$ cat config.mk
export PLATFORM = sky130hd
export DESIGN_NAME = uart_rs485_tx
export DESIGN_NICKNAME = d
export VERILOG_FILES = /design/src/rtl/uart_rs485_pkg.sv /design/src/rtl/tx_byte_fifo.sv /design/src/rtl/tx_shifter.sv /design/src/rtl/rts_arbiter.sv /design/src/rtl/uart_rs485_tx.sv
export SDC_FILE = /design/constraint.sdc
export NUM_CORES = 1
export LEC_CHECK = 0
export BUFFER_PORTS_ARGS = -buffer_cell sky130_fd_sc_hd__buf_2
export CELL_PAD_IN_SITES_DETAIL_PLACEMENT = 0
export CELL_PAD_IN_SITES_GLOBAL_PLACEMENT = 1
export CORE_ASPECT_RATIO = 2
export CORE_MARGIN = 5
export CORE_UTILIZATION = 35
export CTS_CLUSTER_SIZE = 16
export DETAILED_ROUTE_END_ITERATION = 12
export PLACE_DENSITY = 0.61
export SLEW_MARGIN = 20
export SYNTH_ARGS = -nofsm -noshare
export SYNTH_HDL_FRONTEND = slang
export SYNTH_SLANG_ARGS = --single-unit
$ cat constraint.sdc
create_clock -name clk -period 4.1 [get_ports clk]
set_clock_uncertainty 0.05 [all_clocks]
set_input_delay 0.615 -clock clk [delete_from_list [all_inputs] [get_ports clk]]
set_output_delay 0.615 -clock clk [all_outputs]
set_load 0.1 [all_outputs]
$ cat src/rtl/uart_rs485_pkg.sv
package uart_rs485_pkg;

    typedef enum logic [1:0] {
        TX_IDLE  = 2'd0,
        TX_START = 2'd1,
        TX_DATA  = 2'd2,
        TX_STOP  = 2'd3
    } tx_state_e;

    typedef struct packed {
        logic auto_dir;
        logic invert;
        logic flow_en;
        logic flow_val;
        logic manual;
    } rts_ctrl_t;

    function automatic logic rts_level(input logic active, input logic invert);
        return active ? invert : ~invert;
    endfunction

    function automatic int cnt_width(input int n);
        return (n > 1) ? $clog2(n) : 1;
    endfunction

endpackage

$ cat src/rtl/tx_byte_fifo.sv
module tx_byte_fifo #(
    parameter int DATA_W = 8,
    parameter int DEPTH  = 64
) (
    input  logic              clk,
    input  logic              rst,
    input  logic              wr_en,
    input  logic [DATA_W-1:0] wr_data,
    input  logic              rd_en,
    output logic [DATA_W-1:0] rd_data,
    output logic              empty,
    output logic              full,
    output logic              overflow
);
    import uart_rs485_pkg::*;

    localparam int ADDR_W = cnt_width(DEPTH);
    localparam int CNT_W  = $clog2(DEPTH + 1);

    logic [DATA_W-1:0] mem [DEPTH];
    logic [ADDR_W-1:0] wptr, rptr;
    logic [CNT_W-1:0]  count;
    logic              push, pull;

    assign empty = (count == '0);
    assign full  = (count == CNT_W'(DEPTH));
    assign push  = wr_en && !full;
    assign pull  = rd_en && !empty;
    assign rd_data = mem[rptr];

    function automatic logic [ADDR_W-1:0] bump(input logic [ADDR_W-1:0] p);
        return (p == ADDR_W'(DEPTH - 1)) ? '0 : p + 1'b1;
    endfunction

    always_ff @(posedge clk) begin
        if (push) mem[wptr] <= wr_data;
    end

    always_ff @(posedge clk) begin
        if (rst) begin
            wptr     <= '0;
            rptr     <= '0;
            count    <= '0;
            overflow <= 1'b0;
        end else begin
            overflow <= wr_en && full;
            if (push) wptr <= bump(wptr);
            if (pull) rptr <= bump(rptr);
            case ({push, pull})
                2'b10:   count <= count + 1'b1;
                2'b01:   count <= count - 1'b1;
                default: count <= count;
            endcase
        end
    end


    push_fill_chk: assert property (@(posedge clk) disable iff (rst)
        (wr_en && !full && !rd_en) |=> !empty);


    full_drop_chk: assert property (@(posedge clk) disable iff (rst)
        (wr_en && full && !rd_en) |=> ($stable(count) && $stable(wptr)));

endmodule

$ cat src/rtl/tx_shifter.sv
module tx_shifter #(
    parameter int DATA_W     = 8,
    parameter int OVERSAMPLE = 16
) (
    input  logic              clk,
    input  logic              rst,
    input  logic              baud_tick,
    input  logic              tx_disable,
    input  logic              fifo_empty,
    input  logic [DATA_W-1:0] fifo_data,
    output logic              pop,
    output logic              busy,
    output logic              txd
);
    import uart_rs485_pkg::*;

    localparam int TICK_W = cnt_width(OVERSAMPLE);
    localparam int IDX_W  = cnt_width(DATA_W);

    tx_state_e         state;
    logic [TICK_W-1:0] tick_cnt;
    logic [IDX_W-1:0]  bit_idx;
    logic [DATA_W-1:0] shreg;
    logic              bit_end;

    assign bit_end = baud_tick && (tick_cnt == TICK_W'(OVERSAMPLE - 1));
    assign pop     = baud_tick && (state == TX_IDLE) && !fifo_empty && !tx_disable;
    assign busy    = (state != TX_IDLE);

    always_comb begin
        case (state)
            TX_START: txd = 1'b0;
            TX_DATA:  txd = shreg[0];
            default:  txd = 1'b1;
        endcase
    end

    always_ff @(posedge clk) begin
        if (rst) begin
            state    <= TX_IDLE;
            tick_cnt <= '0;
            bit_idx  <= '0;
            shreg    <= '0;
        end else if (baud_tick) begin
            tick_cnt <= bit_end ? '0 : tick_cnt + 1'b1;
            case (state)
                TX_IDLE: begin
                    tick_cnt <= '0;
                    if (pop) begin
                        shreg <= fifo_data;
                        state <= TX_START;
                    end
                end
                TX_START: if (bit_end) begin
                    bit_idx <= '0;
                    state   <= TX_DATA;
                end
                TX_DATA: if (bit_end) begin
                    shreg <= shreg >> 1;
                    if (bit_idx == IDX_W'(DATA_W - 1)) state <= TX_STOP;
                    else bit_idx <= bit_idx + 1'b1;
                end
                TX_STOP: if (bit_end) state <= TX_IDLE;
                default: state <= TX_IDLE;
            endcase
        end
    end


    hold_idle_chk: assert property (@(posedge clk) disable iff (rst)
        (state == TX_IDLE && tx_disable) |=> (state == TX_IDLE));


    finish_char_chk: assert property (@(posedge clk) disable iff (rst)
        (state == TX_DATA && tx_disable) |=> (state != TX_IDLE));

endmodule

$ cat src/rtl/rts_arbiter.sv
module rts_arbiter (
    input  logic                      clk,
    input  logic                      rst,
    input  uart_rs485_pkg::rts_ctrl_t ctrl,
    input  logic                      wr_en,
    input  logic                      fifo_empty,
    input  logic                      shifter_busy,
    output logic                      rts
);
    import uart_rs485_pkg::*;

    logic dir_active_q;

    always_ff @(posedge clk) begin
        if (rst) dir_active_q <= 1'b0;
        else     dir_active_q <= wr_en || !fifo_empty || shifter_busy;
    end

    always_comb begin
        if (ctrl.auto_dir)     rts = rts_level(dir_active_q, ctrl.invert);
        else if (ctrl.flow_en) rts = ctrl.flow_val;
        else                   rts = ctrl.manual;
    end

endmodule

$ cat src/rtl/uart_rs485_tx.sv
module uart_rs485_tx #(
    parameter int DATA_W     = 8,
    parameter int FIFO_DEPTH = 64,
    parameter int OVERSAMPLE = 16
) (
    input  logic              clk,
    input  logic              rst,
    input  logic              wr_en,
    input  logic [DATA_W-1:0] wr_data,
    input  logic              baud_tick,
    input  logic              auto_dir_en,
    input  logic              rts_invert,
    input  logic              tx_disable,
    input  logic              manual_rts,
    input  logic              flow_ctrl_en,
    input  logic              flow_rts,
    output logic              txd,
    output logic              rts,
    output logic              wr_overflow
);
    import uart_rs485_pkg::*;

    logic [DATA_W-1:0] head_data;
    logic              fifo_empty, fifo_full, pop, busy;
    rts_ctrl_t         ctrl;

    assign ctrl = '{auto_dir: auto_dir_en, invert: rts_invert, flow_en: flow_ctrl_en,
                    flow_val: flow_rts, manual: manual_rts};

    tx_byte_fifo #(.DATA_W(DATA_W), .DEPTH(FIFO_DEPTH)) u_fifo (
        .clk(clk), .rst(rst), .wr_en(wr_en), .wr_data(wr_data),
        .rd_en(pop), .rd_data(head_data), .empty(fifo_empty),
        .full(fifo_full), .overflow(wr_overflow)
    );

    tx_shifter #(.DATA_W(DATA_W), .OVERSAMPLE(OVERSAMPLE)) u_shift (
        .clk(clk), .rst(rst), .baud_tick(baud_tick), .tx_disable(tx_disable),
        .fifo_empty(fifo_empty), .fifo_data(head_data), .pop(pop),
        .busy(busy), .txd(txd)
    );

    rts_arbiter u_rts (
        .clk(clk), .rst(rst), .ctrl(ctrl), .wr_en(wr_en),
        .fifo_empty(fifo_empty), .shifter_busy(busy), .rts(rts)
    );


    rts_on_write_chk: assert property (@(posedge clk) disable iff (rst)
        (auto_dir_en && wr_en) |=> (!auto_dir_en || rts == rts_invert));


    rts_busy_chk: assert property (@(posedge clk) disable iff (rst)
        (auto_dir_en && busy) |-> (rts == rts_invert));


    line_idle_chk: assert property (@(posedge clk) disable iff (rst)
        (!busy && !fifo_full && fifo_empty) |-> txd);

endmodule

==> flow_summary.json, run 1 <==
{
  "layout-drive-gt1-share": 0.242,
  "cts_buffer_depth": 3,
  "fin_area_um2": 25400,
  "synthTopCellsByArea": "edfxtp_1, mux4_2, dfxtp_1",
  "cp_max_fo": 17,
  "min_path_type": "in -> reg",
  "grt-ovfl-total": 0,
  "p_leak_nw": 7.93,
  "drc": 0,
  "tightest_slew_ps": 1090,
  "cts_tree": "done",
  "post-cts-setup-buffers": 0,
  "track_usage": 0.153,
  "r2r_start": "u_fifo.count[2]",
  "ir_worst_vdd_mv": 0.428,
  "hpwl_um": 35500,
  "cap_violations": 0,
  "clock_latency_ps": 570,
  "drt-initial-drc-count": 908,
  "worst-setup-path-type": "reg -> reg",
  "ys.warnings.count": 0,
  "yosysTopAreaCell": "edfxtp_1",
  "syn_to_final_growth_pct": 13.8,
  "fp.coreArea_um2": 63400,
  "cp.arrival_ps": 4080,
  "seq_area_frac_synth": 0.729,
  "rsz0062_at_grt": "no",
  "grt_pass1_vias": 11900,
  "fmax_ghz": 0.272,
  "critPathLaunchType": "flip-flop",
  "drt-total-wl_um": 54100,
  "grt_max_degree": 65,
  "ys_types": 63,
  "cts.sinks": 556,
  "slew_headroom": 0.272,
  "wl_per_cell_um": 25.2,
  "synthCells": 1206,
  "synth_edf_count": 512,
  "min_period_ps": 3680,
  "finalSetupTns_ps": 0,
  "final.period_utilization": 0.896,
  "ys_top_cells_by_count": "edfxtp_1, mux4_2, nor2_1",
  "async_flop_share": 0,
  "crit_end": "u_fifo.count[6]",
  "die_w_um": 188,
  "worst_r2r_endpoint": "u_fifo.count[6]",
  "synth.most_common_cell": "edfxtp_1",
  "cts_resized": 0,
  "num_io_pins": 21,
  "synth-seq-cells": 556,
  "vias": 11500,
  "finalMaxSlewViolations": 0,
  "rows": 131,
  "setup_viol": 0,
  "grt_pass1_wl_um": 79600,
  "drt_first_pass_iters": 6,
  "drt.antenna.violating_nets": 0,
  "via_per_inst": 5.38,
  "synth_top_area_share": 0.690,
  "holdBufCountCts": 0,
  "fp.dieArea_um2": 69100,
  "portBuffers": 20,
  "antenna_found_initial": 0,
  "initial_core_util": 0.351,
  "post_dp_cell_area_um2": 23800,
  "power_density_nw_per_um2": 507,
  "worst_setup_path_end_kind": "flip-flop",
  "clk_pin_slew_ps": 70,
  "synth_nets": 1236,
  "r2r_cells": 11,
  "cp-startpoint": "u_fifo.count[2]",
  "htree_num_levels": 2,
  "hold_viol": 0,
  "fin_nets": 1336,
  "cts_made_buffers": 50,
  "ys.flop_type": "edfxtp_1",
  "cts-root-buf": "clkbuf_16",
  "crit_required_ps": 4500,
  "netlist_area_um2": 22300,
  "ff2ff_setup_slack_ps": 420,
  "synth.avg_cell_area_um2": 18.5,
  "gp_congestion": 0.820,
  "die_height_um": 367,
  "status": "completed"
}
-- state kept, by name, summed over array words and instances, names as in the netlist, 2 cells and up, named ones only --
| register | flops |
|---|---|
| u_fifo.wptr | 6 |
| u_shift.bit_idx | 3 |
| u_shift.tick_cnt | 4 |
| u_fifo.mem | 512 |
| u_shift.state | 2 |
| u_shift.shreg | 8 |
| u_fifo.count | 7 |
| u_fifo.rptr | 6 |
-- metrics by stage --
| stage | hold slack (ps) | utilization | total power, mW | worst slack, ps | std cells |
|---|---|---|---|---|---|
| after floorplan | 386 | - | 7.91 | 613 | 1206 |
| after detailed placement | 410 | 0.375 | 8.44 | 457 | 2052 |
| final | 368 | 0.400 | 12.9 | 424 | 2145 |
| after global placement | 392 | 0.375 | 8.41 | 591 | 2052 |
| after CTS | 342 | 0.400 | 13.0 | 484 | 2143 |
| after global routing | 370 | 0.400 | 13.3 | 157 | 2143 |
-- cell families (layout without fill, tap and decap cells) --
kind of cell / Yosys count / after routing / synth area share
adder cells (fa/ha/maj): 12 / 12 / 0.00673
flip-flops: 556 / 556 / 0.729
buffers and inverters: 80 / 219 / 0.0192
multiplexers: 184 / 184 / 0.151
XOR/XNOR: 12 / 12 / 0.00471
AND/OR/NAND/NOR: 241 / 241 / 0.0515
AO/OA/AOI/OAI: 121 / 121 / 0.0379
other: 0 / 2 / 0
-- report_power, final --
part | internal (mW) | total [mW] | switching, mW
combinational | 0.855 | 1.91 | 1.06
clock | 2.53 | 4.55 | 2.02
sequential | 6.27 | 6.39 | 0.121
-- cell type report --
class	count	area (µm²)
inverter	12	45.0
clock inverter	30	259
fill	5654	38100
multi-input combinational	570	5610
sequential	556	16300
tap	798	998
timing repair buffer	116	873
antenna	2	5.00
clock buffer	61	1310
-- worst min path at each step --
stage | cells after the start | start | slack [ps] | endpoint
after global routing | 1 | wr_data[6] | 370 | u_fifo.mem[61][6]
after CTS | 3 | baud_tick | 340 | u_shift.tick_cnt[0]
after detailed placement | 2 | u_shift.bit_idx[2] | 410 | u_shift.bit_idx[2]
after global placement | 2 | u_shift.bit_idx[1] | 390 | u_shift.bit_idx[1]
after floorplan | 2 | u_shift.bit_idx[1] | 390 | u_shift.bit_idx[1]
final | 3 | baud_tick | 370 | u_shift.tick_cnt[0]
-- critical path, cell delays in order (launching register included) --
cell	delay (ps)
dfxtp_1	410
nor4_4	500
a31oi_2	300
inv_1	190
ha_1	550
xor2_1	150
ha_1	210
a21oi_1	360
o32ai_1	190
a221oi_1	420
xnor2_1	160
nor2_1	60
-- placed cells by master, fill, tap and decap left out, types with 4 or more instances in the layout --
cell | synthesis | routed
ha_1 | 12 | 12
a31oi_1 | 6 | 6
buf_4 | 6 | 93
a22o_1 | 5 | 5
inv_1 | 10 | 10
bufinv_16 | 0 | 4
mux2_2 | 13 | 13
nor2_1 | 110 | 110
a221oi_1 | 7 | 7
nor2b_1 | 19 | 19
a22oi_1 | 21 | 21
nor3b_1 | 5 | 5
nor3_1 | 8 | 8
buf_12 | 1 | 4
a211oi_1 | 8 | 8
clkbuf_1 | 22 | 10
nand2_1 | 36 | 36
mux2i_1 | 52 | 52
mux4_1 | 4 | 4
mux4_2 | 115 | 115
clkinv_2 | 0 | 8
nand3_1 | 25 | 25
or3_1 | 6 | 6
clkinv_1 | 0 | 11
dfxtp_1 | 44 | 41
o21ai_0 | 12 | 12
edfxtp_1 | 512 | 512
o22ai_1 | 5 | 5
xor2_1 | 9 | 9
nand4_1 | 12 | 12
buf_2 | 17 | 19
nand3b_1 | 6 | 6
clkbuf_16 | 0 | 51
a21oi_1 | 25 | 25
-- routing by layer --
| metal | up-vias | track usage | share of wire |
|---|---|---|---|
| met5 | - | 0 | 0 |
| met4 | 0 | 0.0410 | 0.028 |
| met3 | 91 | 0.0166 | 0.043 |
| met2 | 311 | 0.264 | 0.51 |
| met1 | 6063 | 0.207 | 0.42 |
| li1 | 5081 | - | - |
(Power assumes the default switching activity.)
==> run 2, diff against run 1 <==
GPL_TIMING_DRIVEN = 0   (was not set)
==> flow_summary.json, run 2 (synthesis results as in run 1) <==
{
  "layout-drive-gt1-share": 0.201,
  "wl_per_cell_um": 29.4,
  "pre_cts_slack_ps": -185,
  "post-cts-setup-buffers": 0,
  "hold_viol": 0,
  "cp_max_fo": 10,
  "grt_pass1_vias": 12100,
  "grt_max_degree": 65,
  "slew_headroom": 0.297,
  "clk_pin_slew_ps": 70,
  "fillers": 5651,
  "cts-root-buf": "clkbuf_16",
  "fin_util": 0.395,
  "n_antenna_cell": 0,
  "drc": 0,
  "layout_commonest_cell": "edfxtp_1",
  "hpwl_um": 40600,
  "die_w_um": 188,
  "cts_made_buffers": 51,
  "cts_buffer_depth": 3,
  "fp.coreArea_um2": 63400,
  "drt.antenna.violating_nets": 0,
  "cts.sinks": 556,
  "min_period_ps": 3870,
  "layout_common_cells": "edfxtp_1, mux4_2, nor2_1",
  "p_leak_nw": 7.69,
  "drt-total-wl_um": 62300,
  "fin_area_um2": 25100,
  "vias": 11800,
  "cap_violations": 0,
  "top_register": "u_fifo.mem",
  "final.period_utilization": 0.944,
  "portBuffers": 19,
  "critPathLaunchType": "flip-flop",
  "htree_num_levels": 2,
  "num_io_pins": 21,
  "cp.arrival_ps": 4260,
  "fin_nets": 1308,
  "crit_required_ps": 4490,
  "largest_register_ffs": 512,
  "post_dp_cell_area_um2": 23400,
  "worst_setup_path_end_kind": "flip-flop",
  "finalMaxSlewViolations": 0,
  "gp_congestion": 0.879,
  "fp.dieArea_um2": 69100,
  "setup_viol": 0,
  "fin_cells": 2115,
  "antenna_found_initial": 0,
  "rsz0062_at_grt": "no",
  "track_usage": 0.178,
  "clock_latency_ps": 580,
  "grt_pass1_wl_um": 88700,
  "status": "completed",
  "min_path_type": "in -> reg",
  "reg_top3": "u_fifo.mem x512, u_shift.shreg x8, u_fifo.count x7",
  "power_density_nw_per_um2": 529,
  "cts_tree": "done",
  "dp.cells": 2024,
  "initial_core_util": 0.351,
  "fmax_ghz": 0.258,
  "syn_to_final_growth_pct": 12.4,
  "via_per_inst": 5.59,
  "worst-setup-path-type": "reg -> reg",
  "die_height_um": 367,
  "rows": 131,
  "grt-ovfl-total": 0,
  "ir_worst_vdd_mv": 0.436,
  "worst_slack_ps": 231,
  "tightest_slew_ps": 1050,
  "drt_first_pass_iters": 5,
  "drt-initial-drc-count": 1087
}
-- run 2: cell count changes in the layout (fill, tap and decap cells not counted), moves of 3 or more --
cell      change
buf_2        +10
buf_4        -80
buf_1        +12
clkbuf_2      +3
clkbuf_1     +19
dfxtp_1       +3
dfxtp_4       -3
buf_6         +9
-- run 2: final cells by class --
type	instances	area [µm²]	share of cell area
plain buffers	67	383	0.0153
clock buffers	63	1360	0.0544
clock inverters	29	265	0.0106
inverters	12	45.0	0.00180
multi-input cells	570	5620	0.224
flip-flops and latches	556	16300	0.649
well taps	798	998	0.0398
repair buffers	20	133	0.00529
-- run 2: worst paths after layout --
kind	startpoint	to	slack [ps]	depth (start not counted)
max	u_fifo.count[2]	u_fifo.count[6]	230	15
min	rst	u_fifo.count[5]	370	3
max reg2reg	u_fifo.count[2]	u_fifo.count[6]	230	15
min reg2reg	u_shift.bit_idx[2]	u_shift.bit_idx[2]	420	2
-- run 2: timing repair --
| action | in CTS | in global routing |
|---|---|---|
| setup endpoints to repair | 2 | 2 |
| resized for setup | 2 | 1 |
| hold endpoints to repair | 0 | 0 |
| hold buffers | 0 | 0 |
| pin swaps | 0 | 0 |
-- run 2: worst max-delay path, stage by stage, from the launching register on --
cell and delay, ps:
dfxtp_1 290, buf_2 180, nor4_4 520, a21o_1 290, inv_2 110, buf_2 220, ha_1 210, clkbuf_1 190
clkbuf_2 250, xor2_1 180, ha_1 200, a21oi_2 240, o32ai_1 140, a221oi_1 400, xnor2_1 180, nor2_1 60
-- run 2: layer usage --
layer  wire (µm)  global-route usage  part of all wire  up-vias
met2       31200               0.301              0.50      448
met4        2780              0.0689             0.045        0
met5           0                   0                 0        -
met3        3390              0.0244             0.054      132
met1       24900               0.233              0.40     6213
li1            -                   -                 -     5031
-- run 2: where the power goes --
part	switching (mW)	internal, mW	total [mW]
Clock	2.05	2.67	4.72
Combinational	1.31	0.896	2.20
Sequential	0.0645	6.27	6.33
-- run 2: stage by stage --
step	hold WS (ps)	TNS (ps)	power, mW
after CTS	345	0	13.3
after global routing	387	0	13.7
final	374	0	13.3
after floorplan	386	0	7.91
after detailed placement	410	-246	8.67
after global placement	398	-113	8.63
